`src/rtl/pt_walker.sv`:
```
module pt_walker #(
  parameter int IDX_W  = 10,
  parameter int OFS_W  = 12,
  parameter int PA_W   = 32,
  parameter int PERM_W = 3
) (
  input  logic                    clk,
  input  logic                    rst_n,
  input  logic                    req_valid,
  input  logic [2*IDX_W-1:0]      req_vpn,
  output logic                    req_ready,
  input  logic [PA_W-OFS_W-1:0]   root_ppn,
  output logic                    mem_req_valid,
  output logic [PA_W-1:0]         mem_req_addr,
  input  logic                    mem_req_ready,
  input  logic                    mem_rsp_valid,
  input  logic [PA_W-1:0]         mem_rsp_data,
  output logic                    res_valid,
  output logic                    res_fault,
  output logic                    res_level,
  output logic [2*IDX_W-1:0]      res_vpn,
  output logic [PA_W-OFS_W-1:0]   res_ppn,
  output logic [PERM_W-1:0]       res_perm
);
  localparam int VPN_W = 2 * IDX_W;
  localparam int PPN_W = PA_W - OFS_W;

  typedef enum logic [2:0] {IDLE, READ_L1, WAIT_L1, READ_L2, WAIT_L2, DONE, FAULT} st_t;
  st_t st;

  logic [VPN_W-1:0] vpn_q;
  logic [PPN_W-1:0] root_q, base_q, ppn_q;
  logic [PERM_W-1:0] perm_q;
  logic lvl_q;

  wire usable = mem_rsp_data[0] & mem_rsp_data[1];
  wire [IDX_W-1:0] idx_hi = vpn_q[VPN_W-1 -: IDX_W];
  wire [IDX_W-1:0] idx_lo = vpn_q[IDX_W-1:0];
  wire [PA_W-1:0] off_hi = PA_W'(idx_hi) << 2;
  wire [PA_W-1:0] off_lo = PA_W'(idx_lo) << 2;

  assign req_ready     = (st == IDLE);
  assign mem_req_valid = (st == READ_L1) || (st == READ_L2);
  assign mem_req_addr  = (st == READ_L2) ? ({base_q, OFS_W'(0)} + off_lo)
                                         : ({root_q, OFS_W'(0)} + off_hi);
  assign res_valid = (st == DONE) || (st == FAULT);
  assign res_fault = (st == FAULT);
  assign res_level = lvl_q;
  assign res_vpn   = vpn_q;
  assign res_ppn   = ppn_q;
  assign res_perm  = perm_q;

  always_ff @(posedge clk) begin
    if (!rst_n) begin
      st <= IDLE;
      vpn_q <= '0;
      root_q <= '0;
      base_q <= '0;
      ppn_q <= '0;
      perm_q <= '0;
      lvl_q <= 1'b0;
    end else begin
      case (st)
        IDLE: if (req_valid) begin
          vpn_q  <= req_vpn;
          root_q <= root_ppn;
          ppn_q  <= '0;
          perm_q <= '0;
          lvl_q  <= 1'b0;
          st     <= READ_L1;
        end
        READ_L1: if (mem_req_ready) st <= WAIT_L1;
        WAIT_L1: if (mem_rsp_valid) begin
          if (usable) begin
            base_q <= mem_rsp_data[PA_W-1 -: PPN_W];
            st     <= READ_L2;
          end else begin
            lvl_q <= 1'b0;
            st    <= FAULT;
          end
        end
        READ_L2: if (mem_req_ready) st <= WAIT_L2;
        WAIT_L2: if (mem_rsp_valid) begin
          if (usable) begin
            ppn_q  <= mem_rsp_data[PA_W-1 -: PPN_W];
            perm_q <= mem_rsp_data[2 +: PERM_W];
            st     <= DONE;
          end else begin
            lvl_q <= 1'b1;
            st    <= FAULT;
          end
        end
        default: st <= IDLE;
      endcase
    end
  end

  p_req_hold_r2: assert property (@(posedge clk) disable iff (!rst_n)
    mem_req_valid && !mem_req_ready |=> mem_req_valid && $stable(mem_req_addr));

  p_one_result_r4: assert property (@(posedge clk) disable iff (!rst_n)
    res_valid |=> !res_valid);

  p_ppn_from_entry_r4: assert property (@(posedge clk) disable iff (!rst_n)
    (st == WAIT_L2) && mem_rsp_valid && usable |=>
      res_valid && !res_fault && res_ppn == $past(mem_rsp_data[PA_W-1 -: PPN_W]));

  p_l1_fault_r5: assert property (@(posedge clk) disable iff (!rst_n)
    (st == WAIT_L1) && mem_rsp_valid && !usable |=> res_valid && res_fault && !res_level);

  p_busy_r7: assert property (@(posedge clk) disable iff (!rst_n)
    req_ready |-> !mem_req_valid && !res_valid);

  p_rsp_ignored_r9: assert property (@(posedge clk) disable iff (!rst_n)
    mem_req_valid && !mem_req_ready |=> mem_req_valid);
endmodule

```
`config.mk`:
```
export PLATFORM = sky130hd
export DESIGN_NAME = pt_walker
export DESIGN_NICKNAME = d
export VERILOG_FILES = /design/src/rtl/pt_walker.sv
export SDC_FILE = /design/constraint.sdc
export NUM_CORES = 1
export LEC_CHECK = 0
export BUFFER_PORTS_ARGS = -buffer_cell sky130_fd_sc_hd__buf_2
export CAP_MARGIN = 20
export CELL_PAD_IN_SITES_DETAIL_PLACEMENT = 0
export CELL_PAD_IN_SITES_GLOBAL_PLACEMENT = 1
export CORE_MARGIN = 8
export CORE_UTILIZATION = 35
export DETAILED_ROUTE_END_ITERATION = 10
export PLACE_DENSITY_LB_ADDON = 0.1
export SYNTH_ARGS = -nofsm -noshare
export SYNTH_HDL_FRONTEND = slang
export SYNTH_SLANG_ARGS = --single-unit
```
`constraint.sdc`:
```
create_clock -name clk -period 2.2 [get_ports clk]
set_input_delay 0.66 -clock clk [delete_from_list [all_inputs] [get_ports clk]]
set_output_delay 0.66 -clock clk [all_outputs]
set_load 0.01 [all_outputs]
```
After elaboration in Yosys (flattened, before gate mapping)
Index checks and enable logic that the tools add are counted.
- equality and inequality tests: 14
- reduce and logical (&&, ||, !) cells: 10
- bitwise operators: 1
- muxes and demuxes: 23
- $add $sub $neg: 2
- operator list (cell ; count):
    32-bit by 12-bit adder with 32-bit output ; 2
    20-bit 2-to-1 mux ; 3
    20-bit one-hot mux with 2 select lines ; 1
    32-bit 2-to-1 mux ; 1
    3-bit 2-to-1 mux ; 9
    2-bit inequality test, second input constant ; 8
    3-bit one-hot mux with 5 select lines ; 1
    3-bit == test, second input constant ; 3
    3-bit by 2-bit == test with 1-bit output, second input constant ; 2
    3-bit one-hot mux with 2 select lines ; 1
    6-bit AND reduction ; 1
    1-bit 2-to-1 mux ; 5
    5-bit AND reduction ; 1
    4-bit AND reduction ; 1
    3-bit by 1-bit == test with 1-bit output, second input constant ; 1
    3-bit zero test ; 1
    1-bit one-hot mux with 3 select lines ; 1
    3-bit AND reduction ; 1
    3-bit nonzero test ; 1
    1-bit logical OR ; 2
    2-bit 2-to-1 mux ; 1
    2-bit AND reduction ; 1
    2-bit nonzero test ; 1
    1-bit AND ; 1
- output and inout bits: 80
- input port bits: 77
- word-level logic and storage cells: 57
- register bits after elaboration: 87

Logic depth before layout (Yosys ltp)
Gate-level depths: netlist of the first run.
- depth after elaboration: 4
- gate-level depth with buffers: 6
- depth with buffers taken out: 4

Worst setup path after synthesis of the first run
No wires, ideal clock.
- path type: register to output
- from: reg st[2]
- to: out mem_req_addr[10]
- data arrival time: 1.405 ns
- data required time: 1.540 ns
- path slack: 0.135 ns
- cell stages (with the launch flop): 6
- buffers on the path: 2
- cell sequence: dfxtp_1 clkbuf_1 nor2_1 nand2_1 buf_2 mux2_2
- longest elaborated chain between the ends: 2
- RTL lines (what ; RTL line ; RTL):
    start, declared ; 29 ; st_t st;
    start signal, assigned ; 55 ; st <= IDLE;
    start signal, assigned ; 70 ; st <= READ_L1;
    start signal, assigned ; 72 ; READ_L1: if (mem_req_ready) st <= WAIT_L1;
    3-bit by 2-bit == test with 1-bit output ; 44 ; assign mem_req_addr = (st == READ_L2) ? ({base_q, OFS_W'(0)} + off_lo)
    32-bit 2-to-1 mux ; 44 ;
    end, declared ; 14 ; output logic [PA_W-1:0] mem_req_addr,
Every way passes these cells.

Final worst setup path of the first run
- from: reg st[0]
- to: out mem_req_addr[13]
The elaborated chain is that of the path after synthesis.

==> results of run 1 <==
## cell families (layout without fill, tap and decap cells)
logic type	after synthesis	after routing
compound gates	76	76
flops	87	87
simple gates	169	169
fa+ha+maj	1	1
mux	50	50
xor+xnor	1	1
other cells	1	2
buf+inv	39	180
## worst max-delay path by stage
stage	startpoint	endpoint	slack [ns]	cells past startpoint
3_3_place_gp	st[0]	mem_req_addr[29]	0.22	6
3_5_place_dp	st[0]	mem_req_addr[13]	0.21	6
4_1_cts	st[0]	mem_req_addr[12]	-0.12	6
2_1_floorplan	st[2]	mem_req_addr[10]	0.13	5
5_1_grt	st[0]	mem_req_addr[13]	-0.17	6
6_report	st[0]	mem_req_addr[13]	-0.09	6
## worst register-to-register path, stage by stage (launching register included)
cell and delay [ns]:
dfxtp_1 0.44, buf_4 0.23, nand2b_1 0.08, or4_1 0.54, buf_12 0.21, mux2i_1 0.18
nor2b_1 0.06
## routing by layer
| layer | track usage [%] | vias to the layer above |
|---|---|---|
| met3 | 6.56 | 9 |
| met5 | 0 | - |
| met1 | 19.0 | 1565 |
| met2 | 24.7 | 96 |
| met4 | 5.55 | 0 |
| li1 | - | 1698 |
## cells in the mapped netlist (2+ instances only)
cell,n,area [µm²]
a21boi_0,59,443
nor2_1,4,15.0
nand2b_1,26,163
nor3_1,2,10.0
nand2_1,84,315
buf_2,12,60.1
clkbuf_1,20,75.1
nand3_1,23,115
mux2_2,30,338
mux2i_1,20,200
inv_1,3,11.3
buf_6,2,22.5
a31oi_1,3,18.8
dfxtp_1,87,1740
nor2b_1,21,131
nand4_1,2,12.5
a21boi_1,7,52.6
buf_4,2,15.0
## layout by cell type, fill, tap and decap left out, types with 20 or more instances in the layout
master / n
mux2i_1: 20
nand3_1: 23
nor2b_1: 21
nand2b_1: 26
buf_2: 117
mux2_2: 20
nand2_1: 83
buf_6: 31
dfxtp_1: 86
a21boi_0: 59
## state kept, by name, summed over array words and instances (netlist names)
name and count:
st 3, root_q 20, res_level 1, res_vpn 20, res_ppn 20, res_perm 3, base_q 20
## final cells by class
cell class	instances	area (µm²)
multi-input cells	299	2030
flip-flops and latches	87	1740
clock buffers	14	153
fillers	1054	5570
well taps	140	175
inverters	3	11.3
repair buffers	162	1160
clock inverters	1	5.00
## stage by stage
step	TNS [ns]	instance area, µm²	worst slack, ns
after CTS	-3.01	5180	-0.125
after detailed placement	0	4770	0.207
after global routing	-4.31	5270	-0.167
after global placement	0	4770	0.218
final	-1.98	5270	-0.0924
after floorplan	0	3880	0.135
## power by group
group	total (µW)	switching, µW	internal (µW)
clock	980	544	437
sequential	1830	98.0	1730
combinational	1590	830	765
total	4410	1470	2930
## timing repair
item	CTS	global route
buffers inserted	2	0
pin swaps	1	0
endpoints found under the setup margin	30	32
cloned	2	1
resized for setup	43	11
==> impl_results.md, run 1 <==
- Final setup vio count: 30
- VDD IR max: 384 µV
- Critical-path cell list: inv_2 > nor2_4 > nand2_8 > buf_12 > mux2_4 > buf_6
- Most used DFF post-synth: dfxtp_1
- Post-CTS Hold Buffers: 0
- DR DRC count: 0
- Gr ovfl total: 0
- Drt first-iter violations: slightly below 200
- Failing checks: negative setup slack
- WHS Endpoint: root_q[6]
- Post-DP HPWL: 7540 µm
- Unrepaired setup endpoints after global routing: yes
- Pwr Total: 4410 µW
- DIE HEIGHT: 121 µm
- Hold wc startpoint: root_q[6]
- H-tree depth: 3
- WP buf/inv: 3
- Syn Area/Cell: between 9 and 10 µm²
- YS warnings: 0
- Pwr dens: around 840 nW/µm²
- Area growth, synth to finish: 36.1%
- Slowest-stage cell, CP: dfxtp_2
- Initial antenna violation count: 0
- Met1 WL: around 5200 µm
- Post-Synth Adder-Cell Area: 0.258%
- Finished Layout Cells: just over 700
- R2R Path End: base_q[1]
- Initial cell density of the core: ~36%
- TritonCTS Buffers: 9
- Avg Vias per Cell: approximately 4.8
- First-pass DRT Iterations: 4
- Fin. Hold Viols: 0
- Port Buf Inserts: approximately 150
- Setup crit end kind: output port
- Area fraction in and, or, nand and nor cells after synthesis: 21.0%
- Delay-heaviest family, CP: flip-flops
- Max Cap Viol: 0
- CTS tree: built
- Period Utilization, post-route: 104%
- CP Max Fanout: 8
- Async S/R FF share, synth: 0%
- Final WL: between 10000 and 15000 µm
- Num Clock Sinks: 87
- Hold Path Stages: 2
- I/O pin count: between 150 and 200
- Final Max Tran Viols: 0
- Routability congestion estimate: between 0.7 and 0.8
- Die area: between 10000 and 15000 µm²
- Placed insts: about 690
- Number of enable flip-flop cells after synthesis: 0
- Largest net degree at the start of global routing: a little under 90
- Final worst slack: -0.0924 ns
- Critical Path RT: around 1.5 ns
- Leakage: around 0.0024 µW
- Fin nets: ~640
- Worst clock skew: 0.00559 ns
- Netlist cell types: 35
- Share of layout cells above drive strength 1: 37.1%
- Clock network latency to the later pin of the worst-skew pair: about 0.35 ns
- Syn Inst Count: about 420
- Post-synthesis mux area share: around 14%
- CP max stage delay: roughly 0.34 ns
- Reg2reg path depth: 6
- Worst r2r src: st[1]
- Rows: 38
- Critical Path AT: about 1.6 ns
- Post-Syn Area: 3870 µm²
- HP Class: reg -> reg
- Core box area: about 11000 µm²
- Top sig layer: met4
- Post-layout min period: approximately 2.3 ns
- DR WL met2: around 5300 µm
- Vias in the first global route: between 3000 and 4000
- Synth Area in XOR/XNOR: less than 1%
- ANT cells: 0
- Status: finished, violations left
- Worst hold slack: about 0.45 ns
- Flops & latches, synth: between 80 and 90
- Worst reg2reg setup slack: 0.35 ns
- Compound-Gate Fraction of Synth Area: 14.9%
- WL per Instance: about 17 µm
- CTS root buf: clkbuf_8
- Kind of critical path: reg -> out
- DR WL met3: 1080 µm
- All-layer global routing usage: between 10% and 20%
- Max Clock Freq: roughly 0.44 GHz
- Startpoint Class: flop
- Vias: ~3400
- Fin util: between 40% and 50%
- Register area share after synthesis: roughly 45%
- Clock slew at reported path FFs: around 0.08 ns
- Die Wd: around 120 µm
- First-pass GRT wire length: about 18000 µm
- Max Buffers Root-to-Sink: 2
- Largest family of logic cells by synthesized area: simple AND/OR/NAND/NOR gates
- Routed Antenna Nets: 0
Power figures use the tool's default switching activity.
==> run 2, diff against run 1 <==
--- a/config.mk
+++ b/config.mk
@@ -13,6 +13,7 @@
 export CORE_UTILIZATION = 35
 export DETAILED_ROUTE_END_ITERATION = 10
 export PLACE_DENSITY_LB_ADDON = 0.1
+export SKIP_LAST_GASP = 1
 export SYNTH_ARGS = -nofsm -noshare
 export SYNTH_HDL_FRONTEND = slang
 export SYNTH_SLANG_ARGS = --single-unit
==> run 2 against run 1 <==
Effect of this change:
- the run still ends with negative setup slack left
- critical endpoint is now mem_req_addr[17]
- sequential share of layout area increased by 0.80 points
- largest cell class unchanged
- worst setup slack lost 0.0014 ns
- combinational power is 5% lower
- clock-buffer cell count unchanged
- final area fell by 2.3%
- final cell count down 0.14%
- first-iteration DRC count up 0.51%
==> impl_results.md, run 2 (synthesis results as in run 1) <==
- H-tree depth: 3 (unchanged)
- Largest net degree at the start of global routing: 88 (unchanged)
- Initial cell density of the core: 35.7% (unchanged)
- Max Clock Freq: 0.436 GHz (about the same)
- Number of fill cells in the layout: 1071 (+1.6%)
- TritonCTS Buffers: 9 (unchanged)
- Most frequent cells in the layout: buf_2 (132), dfxtp_1 (86), nand2_1 (83)
- Unrepaired setup endpoints after global routing: yes
- Period Utilization, post-route: 104% (about the same)
- Port Buf Inserts: 147 (unchanged)
- I/O pin count: 157 (unchanged)
- Non-Filler Cell Area, Final: 5150 µm² (-2.3%)
- DR DRC count: 0 (unchanged)
- Max Buffers Root-to-Sink: 2 (unchanged)
- Drt first-iter violations: 196 (+0.51%)
- Initial antenna violation count: 0 (unchanged)
- HP Class: reg -> reg
- Clock slew at reported path FFs: 0.08 ns (about the same)
- First-pass GRT wire length: 18300 µm (-0.15%)
- Failing checks: negative setup slack
- Register Area: 1740 µm² (unchanged)
- Pwr dens: 840 nW/µm² (+0.49%)
- Rows: 38 (unchanged)
- Post-layout min period: 2.29 ns (+0.00141 ns)
- Final setup vio count: 30 (unchanged)
- CTS root buf: clkbuf_8
- Fin util: 47.5% (-1.1 points)
- Clock network latency to the later pin of the worst-skew pair: 0.36 ns (about the same)
- Leakage: 0.00240 µW (-0.40%)
- Fin. Hold Viols: 0 (unchanged)
- Multi-input combinational cell area: 2020 µm² (about the same)
- CP Max Fanout: 15 (+7)
- Worst reg2reg setup slack: 0.33 ns (-0.02 ns)
- Die area: 14700 µm² (unchanged)
- CTS tree: built
- Kind of critical path: reg -> out
- Avg Vias per Cell: 4.76 (-0.21%)
- Int Power: 2870 µW (-2.1%)
- Routability congestion estimate: 0.765 (unchanged)
- R2R Path End: root_q[17]
- Core box area: 10800 µm² (unchanged)
- Num Clock Sinks: 87 (unchanged)
- Hold Path Stages: 2 (unchanged)
- Placed Instance Area: 4770 µm² (unchanged)
- Routed Antenna Nets: 0 (unchanged)
- Critical Path AT: 1.63 ns (about the same)
- Final Max Tran Viols: 0 (unchanged)
- DIE HEIGHT: 121 µm (unchanged)
- Final worst slack: -0.0938 ns (-0.00141 ns)
- Worst clock skew: 0.00534 ns (-0.000254 ns)
- Reg2reg path depth: 6 (unchanged)
- Pwr Total: 4320 µW (-1.9%)
- Worst r2r src: st[2]
- Die Wd: 121 µm (unchanged)
- Vias: 3356 (-0.36%)
- Setup crit end kind: output port
- Comb power frac: 35.0% (-1.2 points)
- Commonest non-fill, non-tap cell in the layout: buf_2
- Net Sw Power: 1450 µW (-1.3%)
- Switching Share: 33.6% (+0.18 points)
- Fin nets: 638 (-0.16%)
- Critical Path RT: 1.54 ns (about the same)
- Gr ovfl total: 0 (unchanged)
- Post-DP HPWL: 7540 µm (unchanged)
- Clock share of power: 22.7% (+0.5 points)
- Post-CTS Hold Buffers: 0 (unchanged)
- Setup WS pre-CTS: 0.207 ns (unchanged)
- Sequential power share: 42.3% (+0.7 points)
- Hold wc startpoint: root_q[7]
- All-layer global routing usage: 15.7% (-0.020 points)
- Status: finished, violations left
- WL per Instance: 16.4 µm (-0.97%)
- VDD IR max: 383 µV (-0.20%)
- Area growth, synth to finish: 32.9%
- Startpoint Class: flop
- Vias in the first global route: 3469 (-0.32%)
- Share of layout cells above drive strength 1: 37.0% (-0.11 points)
- First-pass DRT Iterations: 4 (unchanged)
- WHS Endpoint: root_q[7]
- Max Cap Viol: 0 (unchanged)
- Final WL: 11500 µm (-1.1%)
- ANT cells: 0 (unchanged)
-- run 2: changes by cell type in the layout (fill, tap and decap cells not counted) --
cell | previous run | this run
buf_2 | 117 | 132
buf_4 | 6 | 7
buf_6 | 31 | 15
clkbuf_16 | 1 | 0
mux2_2 | 20 | 18
mux2_4 | 10 | 12
nand2_4 | 0 | 1
nand2_8 | 1 | 0
-- run 2: how the worst max path moves through the flow --
stage               start               end  slack [ns]  depth (start not counted)
global placement    st[0]  mem_req_addr[29]        0.22                          6
finish              st[0]  mem_req_addr[17]       -0.09                          6
detailed placement  st[0]  mem_req_addr[13]        0.21                          6
global route        st[0]   mem_req_addr[4]       -0.17                          6
floorplan           st[2]  mem_req_addr[10]        0.13                          5
CTS                 st[0]  mem_req_addr[17]       -0.13                          6
-- run 2: stage by stage --
step	hold WS [ns]	std cells	setup TNS (ns)
2_1_floorplan	0.432	425	0
3_3_place_gp	0.442	686	0
3_5_place_dp	0.445	686	0
4_1_cts	0.456	705	-3.08
5_1_grt	0.482	705	-4.48
6_report	0.458	705	-2.17
-- run 2: timing repair --
| action | 4_1_cts | 5_1_grt |
|---|---|---|
| resized for setup | 33 | 6 |
| pin swaps | 1 | 0 |
| gates cloned | 2 | 0 |
| setup endpoints to repair | 30 | 32 |
| setup buffers | 2 | 0 |
-- run 2: critical path: stages (launching register included) --
cell	delay, ns
dfxtp_2	0.33
inv_2	0.08
nor2_4	0.05
nand2_4	0.14
buf_16	0.19
mux2_2	0.34
buf_2	0.14
-- run 2: layout make-up --
| class | instances | area share [%] |
|---|---|---|
| Inverter | 3 | 0.219 |
| Clock buffer | 14 | 2.96 |
| Multi-Input combinational cell | 299 | 39.3 |
| Timing Repair Buffer | 161 | 20.1 |
| Tap cell | 140 | 3.40 |
| Sequential cell | 87 | 33.9 |
| Clock inverter | 1 | 0.0972 |
-- run 2: metal layers --
| layer | global-route usage [%] | vias up | part of all wire [%] | routed length (µm) |
|---|---|---|---|---|
| met5 | 0 | - | 0 | 0 |
| met4 | 5.55 | 0 | 1.3 | 152 |
| met3 | 6.56 | 12 | 9.2 | 1070 |
| met2 | 24.5 | 96 | 45 | 5160 |
| met1 | 19.1 | 1556 | 45 | 5170 |
| li1 | - | 1692 | - | - |
-- run 2: power groups by stage --
stage	Combinational [µW]	Clock, µW	Sequential [µW]
2_1_floorplan	811	0	1880
3_3_place_gp	1370	0	1850
3_5_place_dp	1380	0	1860
4_1_cts	1530	1030	1830
5_1_grt	1670	1090	1850
6_report	1510	983	1830
==> run 3, diff against run 2 <==
--- a/config.mk
+++ b/config.mk
@@ -17,3 +17,4 @@
 export SYNTH_ARGS = -nofsm -noshare
 export SYNTH_HDL_FRONTEND = slang
 export SYNTH_SLANG_ARGS = --single-unit
+export TNS_END_PERCENT = 50
==> run 3 against run 2 <==
Effect of this change:
- the flow still finishes with violations (negative setup slack)
- sequential power about the same
- clock-buffer cell count unchanged
- flip-flop and latch count unchanged
- non-clock buffer count is the same
- combinational power about the same
- total power down 0.33%
- critical path depth did not move
- global-route usage stayed put
- clock skew about the same
- die area did not move
- critical path type unchanged
- highest routed layer unchanged
==> impl_results.md, run 3 (synthesis results as in run 1) <==
- Critical Path AT: 1.63 ns (about the same)
- Largest net degree at the start of global routing: 88 (unchanged)
- Worst clock skew: 0.00534 ns (+0.00000347 ns)
- Final setup vio count: 30 (unchanged)
- Most frequent cells in the layout: buf_2 (133), dfxtp_1 (86), nand2_1 (83)
- WP buf/inv: 3 (unchanged)
- Die Wd: 121 µm (unchanged)
- All-layer global routing usage: 15.7% (unchanged)
- Leakage: 0.00239 µW (-0.53%)
- Critical Path RT: 1.54 ns (about the same)
- VDD IR max: 383 µV (about the same)
- Num Clock Sinks: 87 (unchanged)
- WL per Instance: 16.3 µm (-0.25%)
- Final worst slack: -0.0942 ns (-0.000377 ns)
- Port Buf Inserts: 147 (unchanged)
- First-pass GRT wire length: 18300 µm (unchanged)
- Routability congestion estimate: 0.765 (unchanged)
- Reg2reg path depth: 6 (unchanged)
- TritonCTS Buffers: 9 (unchanged)
- Rows: 38 (unchanged)
- Area growth, synth to finish: 32.5%
- Max Buffers Root-to-Sink: 2 (unchanged)
- Final Max Tran Viols: 0 (unchanged)
- Status: finished, violations left
- Critical-path cell list: inv_2 > nor2_4 > nand2_4 > buf_16 > mux2_2 > buf_2
- Clock slew at reported path FFs: 0.08 ns (about the same)
- CP Max Fanout: 15 (unchanged)
- Commonest non-fill, non-tap cell in the layout: buf_2
- CTS root buf: clkbuf_8
- Pwr dens: 840 nW/µm² (about the same)
- Setup crit end kind: output port
- ANT cells: 0 (unchanged)
- Initial cell density of the core: 35.7% (unchanged)
- DR DRC count: 0 (unchanged)
- DIE HEIGHT: 121 µm (unchanged)
- Core box area: 10800 µm² (unchanged)
- Initial antenna violation count: 0 (unchanged)
- WHS Endpoint: root_q[6]
- Hold wc startpoint: root_q[6]
- Post-CTS Hold Buffers: 0 (unchanged)
- Unrepaired setup endpoints after global routing: yes
- Hold Path Stages: 2 (unchanged)
- Max Clock Freq: 0.436 GHz (about the same)
- Fin. Hold Viols: 0 (unchanged)
- R2R Path End: root_q[17]
- I/O pin count: 157 (unchanged)
- Setup WS pre-CTS: 0.207 ns (unchanged)
- HP Class: reg -> reg
- First-pass DRT Iterations: 4 (unchanged)
- H-tree depth: 3 (unchanged)
- CTS tree: built
- Fin nets: 638 (unchanged)
- Worst hold slack: 0.457 ns (-0.00152 ns)
- Post-layout min period: 2.29 ns (+0.000377 ns)
- Setup TNS: -2.16 ns (+0.0172 ns)
- Max Cap Viol: 0 (unchanged)
- Drt first-iter violations: 179 (-8.7%)
- Vias: 3351 (-0.15%)
- CP max stage delay: 0.34 ns (about the same)
- Final WL: 11500 µm (-0.25%)
- Routed Antenna Nets: 0 (unchanged)
- Number of fill cells in the layout: 1072 (+0.093%)
- Die area: 14700 µm² (unchanged)
- Period Utilization, post-route: 104% (about the same)
- Avg Vias per Cell: 4.75 (-0.15%)
- Post-DP HPWL: 7540 µm (unchanged)
- Worst r2r src: st[2]
- Vias in the first global route: 3469 (unchanged)
- Share of layout cells above drive strength 1: 37.0% (unchanged)
- Failing checks: negative setup slack
- Delay-heaviest family, CP: buffers and inverters
- Slowest-stage cell, CP: mux2_2
- Worst reg2reg setup slack: 0.34 ns (about the same)
- Kind of critical path: reg -> out
- Gr ovfl total: 0 (unchanged)
- Clock network latency to the later pin of the worst-skew pair: 0.36 ns (about the same)
- Startpoint Class: flop
==> run 3: cell counts in the layout (fill, tap and decap cells not counted) <==
No cell type changed its count.
==> run 3: layout make-up <==
| type | count | area, µm² | area share, % |
|---|---|---|---|
| repair buffers | 161 | 1030 | 20.1 |
| clock buffers | 14 | 153 | 2.97 |
| multi-input cells | 299 | 2010 | 39.2 |
| flip-flops and latches | 87 | 1740 | 34.0 |
| clock inverters | 1 | 5.00 | 0.0975 |
| inverters | 3 | 11.3 | 0.219 |
| well taps | 140 | 175 | 3.41 |
==> run 3: per-stage QoR <==
step                      util (%)  instance area [µm²]  total power (µW)  cells
after floorplan                  -                 3880              2690    425
after global placement        44.0                 4770              3220    686
after detailed placement      44.0                 4770              3240    686
after CTS                     47.2                 5120              4380    705
after global routing          47.3                 5130              4600    705
final                         47.3                 5130              4310    705
==> run 3: routing by layer <==
metal	up-vias	GRT usage (%)	share of wire, %
li1	1692	-	-
met1	1547	19.1	44
met2	100	24.5	45
met3	12	6.56	9.5
met4	0	5.55	1.3
met5	-	0	0
==> run 3: worst max-delay path by stage <==
stage	from	endpoint	depth (start not counted)
floorplan	st[2]	mem_req_addr[10]	5
global placement	st[0]	mem_req_addr[29]	6
detailed placement	st[0]	mem_req_addr[13]	6
CTS	st[0]	mem_req_addr[17]	6
global route	st[0]	mem_req_addr[4]	6
finish	st[0]	mem_req_addr[17]	6
==> run 3: power by group <==
part,internal (µW),total [µW],switching (µW)
Sequential,1730,1830,93.0
Clock,437,981,545
Combinational,693,1500,809
==> run 3: worst reg2reg max path, stage by stage (launching register included) <==
cell      delay (ns)
dfxtp_1         0.38
buf_4           0.41
nand2b_1        0.26
or3_1           0.15
buf_4           0.30
nand2_1         0.09
a21boi_0        0.19
==> run 3: repair_timing <==
item | 4_1_cts | 5_1_grt
gates cloned | 2 | 0
endpoints found under the setup margin | 30 | 32
pin swaps | 1 | 0
resized for setup | 33 | 2
setup buffers | 2 | 0
